`config.mk`:
```
export PLATFORM = sky130hd
export DESIGN_NAME = psimd_sat_alu
export DESIGN_NICKNAME = d
export VERILOG_FILES = /design/src/rtl/psimd_pkg.sv /design/src/rtl/psimd_lane.sv /design/src/rtl/psimd_lane_array.sv /design/src/rtl/psimd_sticky.sv /design/src/rtl/psimd_sat_alu.sv
export SDC_FILE = /design/constraint.sdc
export NUM_CORES = 1
export LEC_CHECK = 0
export ABC_AREA = 1
export CELL_PAD_IN_SITES_DETAIL_PLACEMENT = 1
export CELL_PAD_IN_SITES_GLOBAL_PLACEMENT = 1
export CORE_ASPECT_RATIO = 1.75
export CORE_MARGIN = 4
export CORE_UTILIZATION = 30
export CTS_CLUSTER_DIAMETER = 120
export DETAILED_ROUTE_END_ITERATION = 8
export PLACE_DENSITY = 0.81
export SLEW_MARGIN = 30
export SYNTH_ARGS = -nofsm -noshare
export SYNTH_HDL_FRONTEND = slang
export SYNTH_SLANG_ARGS = --single-unit
```
`constraint.sdc`:
```
create_clock -name clk -period 8.3 [get_ports clk]
set_clock_uncertainty 0.15 [all_clocks]
set_input_delay 2.075 -clock clk [delete_from_list [all_inputs] [get_ports clk]]
set_output_delay 2.075 -clock clk [all_outputs]
set_load 0.05 [all_outputs]
```
`src/rtl/psimd_pkg.sv`:
```
package psimd_pkg;
  localparam logic [2:0] OPC_ADD  = 3'd0;
  localparam logic [2:0] OPC_SUB  = 3'd1;
  localparam logic [2:0] OPC_HADD = 3'd2;
  localparam logic [2:0] OPC_HSUB = 3'd3;
  localparam logic [2:0] OPC_ABS  = 3'd4;

  function automatic logic is_halving(input logic [2:0] opc);
    return (opc == OPC_HADD) || (opc == OPC_HSUB);
  endfunction

  function automatic logic is_adding(input logic [2:0] opc);
    return (opc == OPC_ADD) || (opc == OPC_HADD);
  endfunction
endpackage

```
`src/rtl/psimd_lane.sv`:
```
module psimd_lane
  import psimd_pkg::*;
#(
  parameter int W = 8
) (
  input  logic [W-1:0] a,
  input  logic [W-1:0] b,
  input  logic [2:0]   op,
  input  logic         sgn,
  input  logic         sat,
  input  logic         rnd,
  output logic [W-1:0] y,
  output logic         ovf
);
  localparam int XW = W + 2;
  localparam logic signed [XW-1:0] SMAX = XW'((1 << (W - 1)) - 1);
  localparam logic signed [XW-1:0] SMIN = -SMAX - XW'(1);
  localparam logic signed [XW-1:0] UMAX = XW'((1 << W) - 1);
  localparam logic signed [XW-1:0] UMIN = '0;
  localparam logic [W-1:0] LANE_MIN = {1'b1, {(W-1){1'b0}}};

  function automatic logic signed [XW-1:0] widen(input logic [W-1:0] v, input logic s);
    return s ? {{2{v[W-1]}}, v} : {2'b00, v};
  endfunction

  logic signed [XW-1:0] ax, bx, full, hsum, hi, lo;
  logic                 above, below;
  logic [W-1:0]         clamp_y, half_y, abs_y;
  logic                 abs_ovf;

  always_comb begin
    ax    = widen(a, sgn);
    bx    = widen(b, sgn);
    full  = is_adding(op) ? (ax + bx) : (ax - bx);
    hi    = sgn ? SMAX : UMAX;
    lo    = sgn ? SMIN : UMIN;
    above = full > hi;
    below = full < lo;
    if (sat && above)      clamp_y = hi[W-1:0];
    else if (sat && below) clamp_y = lo[W-1:0];
    else                   clamp_y = full[W-1:0];
    hsum   = full + (rnd ? XW'(1) : XW'(0));
    half_y = hsum[W:1];
    abs_ovf = (a == LANE_MIN);
    if (abs_ovf)     abs_y = SMAX[W-1:0];
    else if (a[W-1]) abs_y = (~a) + W'(1);
    else             abs_y = a;
  end

  always_comb begin
    y   = '0;
    ovf = 1'b0;
    case (op)
      OPC_ADD, OPC_SUB: begin
        y   = clamp_y;
        ovf = above || below;
      end
      OPC_HADD, OPC_HSUB: y = half_y;
      OPC_ABS: begin
        y   = abs_y;
        ovf = abs_ovf;
      end
      default: ;
    endcase
  end
endmodule

```
`src/rtl/psimd_lane_array.sv`:
```
module psimd_lane_array #(
  parameter int DATA_W = 32,
  parameter int LANE_W = 8
) (
  input  logic [DATA_W-1:0] a,
  input  logic [DATA_W-1:0] b,
  input  logic [2:0]        op,
  input  logic              sgn,
  input  logic              sat,
  input  logic              rnd,
  output logic [DATA_W-1:0] y,
  output logic              any_ovf
);
  localparam int NL = DATA_W / LANE_W;
  logic [NL-1:0] lane_ovf;

  for (genvar k = 0; k < NL; k++) begin : g_lane
    psimd_lane #(.W(LANE_W)) i_lane (
      .a   (a[k*LANE_W +: LANE_W]),
      .b   (b[k*LANE_W +: LANE_W]),
      .op  (op),
      .sgn (sgn),
      .sat (sat),
      .rnd (rnd),
      .y   (y[k*LANE_W +: LANE_W]),
      .ovf (lane_ovf[k])
    );
  end

  assign any_ovf = |lane_ovf;
endmodule

```
`src/rtl/psimd_sticky.sv`:
```
module psimd_sticky #(
  parameter int FIELD_W = 8,
  parameter int OVF_POS = 4
) (
  input  logic               clk,
  input  logic               rst_n,
  input  logic               set,
  input  logic               wr,
  input  logic               wbit,
  output logic [FIELD_W-1:0] field
);
  logic flag;

  always_ff @(posedge clk or negedge rst_n) begin
    if (!rst_n)   flag <= 1'b0;
    else if (wr)  flag <= wbit;
    else if (set) flag <= 1'b1;
  end

  always_comb begin
    field          = '0;
    field[OVF_POS] = flag;
  end

  p_sticky_hold_r8: assert property (@(posedge clk) disable iff (!rst_n)
    field[OVF_POS] && !wr |=> field[OVF_POS]);
  p_write_wins_r9: assert property (@(posedge clk) disable iff (!rst_n)
    wr |=> field[OVF_POS] == $past(wbit));
  p_quiet_hold_r8: assert property (@(posedge clk) disable iff (!rst_n)
    !field[OVF_POS] && !wr && !set |=> !field[OVF_POS]);
endmodule

```
`src/rtl/psimd_sat_alu.sv`:
```
module psimd_sat_alu
  import psimd_pkg::*;
#(
  parameter int DATA_W   = 32,
  parameter int NARROW_W = 8,
  parameter int WIDE_W   = 16,
  parameter int FIELD_W  = 8,
  parameter int OVF_POS  = 4
) (
  input  logic               clk,
  input  logic               rst_n,
  input  logic               op_valid,
  input  logic [2:0]         op,
  input  logic               wide_lanes,
  input  logic               is_signed,
  input  logic               saturate,
  input  logic               round_up,
  input  logic [DATA_W-1:0]  opa,
  input  logic [DATA_W-1:0]  opb,
  input  logic               ctl_wr,
  input  logic [FIELD_W-1:0] ctl_wdata,
  output logic [DATA_W-1:0]  result,
  output logic               ovf_now,
  output logic [FIELD_W-1:0] ovf_field
);
  logic [DATA_W-1:0] narrow_y, wide_y;
  logic              narrow_ovf, wide_ovf;
  logic              commit_ovf;
  logic              abs_signed;

  // abs always reads lanes as signed
  assign abs_signed = (op == OPC_ABS) ? 1'b1 : is_signed;

  psimd_lane_array #(.DATA_W(DATA_W), .LANE_W(NARROW_W)) i_narrow (
    .a(opa), .b(opb), .op(op), .sgn(abs_signed), .sat(saturate), .rnd(round_up),
    .y(narrow_y), .any_ovf(narrow_ovf)
  );

  psimd_lane_array #(.DATA_W(DATA_W), .LANE_W(WIDE_W)) i_wide (
    .a(opa), .b(opb), .op(op), .sgn(abs_signed), .sat(saturate), .rnd(round_up),
    .y(wide_y), .any_ovf(wide_ovf)
  );

  assign result     = wide_lanes ? wide_y : narrow_y;
  assign ovf_now    = wide_lanes ? wide_ovf : narrow_ovf;
  assign commit_ovf = op_valid && ovf_now;

  psimd_sticky #(.FIELD_W(FIELD_W), .OVF_POS(OVF_POS)) i_sticky (
    .clk(clk), .rst_n(rst_n), .set(commit_ovf), .wr(ctl_wr),
    .wbit(ctl_wdata[OVF_POS]), .field(ovf_field)
  );

  p_halving_quiet_r6: assert property (@(posedge clk) disable iff (!rst_n)
    is_halving(op) |-> !ovf_now);
  p_set_on_ovf_r7: assert property (@(posedge clk) disable iff (!rst_n)
    op_valid && ovf_now && !ctl_wr |=> ovf_field[OVF_POS]);
  p_abs_min_r5: assert property (@(posedge clk) disable iff (!rst_n)
    (op == OPC_ABS) && !wide_lanes &&
    (opa[NARROW_W-1:0] == {1'b1, {(NARROW_W-1){1'b0}}})
    |-> (result[NARROW_W-1:0] == {1'b0, {(NARROW_W-1){1'b1}}}) && ovf_now);
  p_field_others_r9: assert property (@(posedge clk) disable iff (!rst_n)
    $countones(ovf_field) <= 1);
endmodule

```
==> out/qor.yml <==
status:
  status: "finished with violations"
  violations: "negative setup slack"
sta:
  finalSetupViolations: 33
  slew_viol_final: 0
  rsz0062_at_grt: "yes"
  hold_viol: 0
  slew_headroom_pct: 27.4
  finalCriticalPeriod_ns: 9.25
  max_freq_mhz: 108
  fin_ws_ns: -0.953
  fin_crit_sh_pct: 111
  worstMarginPinSlew_ns: 1.09
route:
  drc: 0
  vias_per_cell: 6.28
  detailroute.via_count: 16700
  drt_iter0_drc: 1634
  ant_nets: 0
  routed_wl_um: 74900
  avgRoutedWirePerCell_um: 28.1
  drt_first_pass_iters: 6
logic_synthesis:
  syn_avg_cell_area_um2: 5.21
  synth_ff_type: "dfrtp_1"
  async_reset_ff_share_pct: 100
  yosysUniqueCellTypes: 53
  syn-cell-area_um2: 9040
  synthCells: 1734
  synth-seq-cells: 1
  seq_area_frac_synth_pct: 0.277
  synth_edf_count: 0
  ys_warn_count: 0
critical_path:
  arrival_ns: 7.03
  cp-end-kind: "output port"
  path_delay_family: "compound AO/OA/AOI/OAI gates"
  worstPathMaxFanout: 8
  crit_slowest_cell: "clkdlybuf4s50_1"
  required_ns: 6.08
  worstSetupPathType: "in -> out"
  critPathLaunchType: "primary input"
  cpPeakStageDelay_ns: 0.45
  crit_top_cell: "nand2_1"
  crit_buf_inv: 6
finish:
  largestRegisters: "i_sticky.flag x1"
  fillers: 3900
  largest_register: "i_sticky.flag"
  final_nets: 2462
  syn_to_final_growth_pct: 81.3
  largest_register_ffs: 1
  drive_above_1_share_pct: 40.5
floorplanning:
  initial_core_util_pct: 30.6
  rows: 83
  die_h_um: 238
  die_area_um2: 33100
  core_um2: 29500
  boundaryPins: 124
  die_w_um: 139
grt:
  grt_pass1_vias: 17000
  grt_util_all_layers_pct: 32.4
  grt_max_degree: 58
  antenna_found_initial: 5
  grt.overflow.total: 0
  grt_pass1_wl_um: 86900
placed_design:
  pre_cts_slack_ns: -1.27
  io_buffers: 109
  post-dp-hpwl_um: 40500
  place_congestion: 0.961
job:
  cap_violations: 0
clock_tree:
  postCtsHoldBufs: 0
  clkTransAtPathRegs_ns: 0
  clk-insertion-delay-late_ns: 0
worst_hold_path:
  hp-class: "reg -> reg"
[per-layer routing]
metal | global-route usage [%] | share of wire, %
met5 | 0 | 0.060
met4 | 30.2 | 13
met3 | 4.27 | 8.9
met2 | 62.6 | 47
met1 | 28.1 | 30
[logic make-up after synthesis]
logic type / Yosys count / synth area share (%)
compound gates: 348 / 20.9
fa+ha+maj: 96 / 13.6
xor+xnor: 86 / 8.75
buf+inv: 321 / 13.9
other cells: 1 / 0.0415
mux: 3 / 0.360
flops: 1 / 0.277
simple gates: 878 / 42.1
[worst reg2reg max path, stage by stage (launching register included)]
cell and delay [ns]:
dfrtp_1 0.35, nor2_1 0.10, a21oi_1 0.07
[synthesized netlist by cell type (3+ instances only)]
| master | n | area (um^2) |
|---|---|---|
| clkbuf_1 | 34 | 128 |
| xnor2_1 | 21 | 184 |
| ha_1 | 92 | 1150 |
| xor2_2 | 4 | 65.1 |
| nor2_1 | 167 | 627 |
| inv_2 | 4 | 15.0 |
| a31oi_1 | 18 | 113 |
| a21oi_1 | 115 | 576 |
| and2_1 | 3 | 18.8 |
| nand3_2 | 10 | 100 |
| nor3_1 | 30 | 150 |
| a21o_1 | 3 | 22.5 |
| a21boi_0 | 3 | 22.5 |
| o21ai_1 | 15 | 75.1 |
| a211oi_1 | 7 | 52.6 |
| nand2_2 | 7 | 43.8 |
| nand4_1 | 31 | 194 |
| a221oi_1 | 5 | 43.8 |
| xor2_1 | 60 | 526 |
| o211ai_1 | 16 | 120 |
| nand3b_1 | 13 | 97.6 |
| fa_1 | 4 | 80.1 |
| or2_2 | 8 | 50.1 |
| buf_4 | 9 | 67.6 |
| o21ai_0 | 152 | 761 |
| nand3_1 | 118 | 591 |
| inv_1 | 264 | 991 |
| nor4_1 | 4 | 25.0 |
| clkinv_1 | 5 | 18.8 |
| o22ai_1 | 3 | 18.8 |
| nand2_1 | 468 | 1760 |
| nor2_2 | 9 | 56.3 |
| o31ai_1 | 4 | 30.0 |
[stage by stage]
stage | hold WS (ns) | instance area, um^2 | cells | util [%] | setup TNS (ns)
2_1_floorplan | 0.363 | 9260 | 1740 | - | -0.0270
3_3_place_gp | 0.387 | 13700 | 2560 | 46.6 | -29.57
3_5_place_dp | 0.397 | 13700 | 2560 | 46.6 | -37.58
4_1_cts | 0.398 | 15200 | 2622 | 51.5 | -6.38
5_1_grt | 0.435 | 16400 | 2665 | 55.5 | -24.89
6_report | 0.397 | 16400 | 2666 | 55.5 | -20.48
[layout make-up]
cell class	count	area, um^2	share of cell area (%)
Antenna cell	3	7.51	0.0458
Inverter	273	1050	6.42
Multi-Input combinational cell	1419	9650	58.9
Sequential cell	1	25.0	0.153
Tap cell	382	478	2.92
Timing Repair Buffer	587	5160	31.5
Timing Repair inverter	1	6.26	0.0382
[cell usage in the layout (no fill, tap or decap), types with 15 or more instances in the layout]
cell type        count
buf_4              447
nand2_1            382
inv_1              229
nor2_1             126
o21ai_0             98
nand3_1             97
nand2_2             84
a21oi_1             68
ha_1                66
xor2_1              47
clkdlybuf4s50_1     47
o21ai_2             41
a21oi_2             34
buf_12              34
inv_2               32
nand4_1             31
nor2_4              28
buf_6               26
nand3_2             25
nor2_2              24
nor3_1              24
ha_4                24
o21ai_1             21
xor2_2              17
o211ai_1            16
xnor2_1             15
[final timing paths]
kind | startpoint | end | slack [ns] | depth (start not counted)
setup reg to reg | i_sticky.flag | i_sticky.flag | 7.48 | 2
hold / removal | i_sticky.flag | i_sticky.flag | 0.40 | 2
hold reg to reg | i_sticky.flag | i_sticky.flag | 0.40 | 2
min in group asynchronous | rst_n | i_sticky.flag | 2.08 | 1
max in group asynchronous | rst_n | i_sticky.flag | 5.82 | 1
setup / recovery | opb[30] | result[23] | -0.95 | 26
[timing repair]
item | CTS | global route
resized for setup | 338 | 234
gates cloned | 4 | 0
endpoints found under the setup margin | 33 | 33
pin swaps | 141 | 132
endpoints found under the hold margin | 0 | 0
setup buffers | 58 | 43
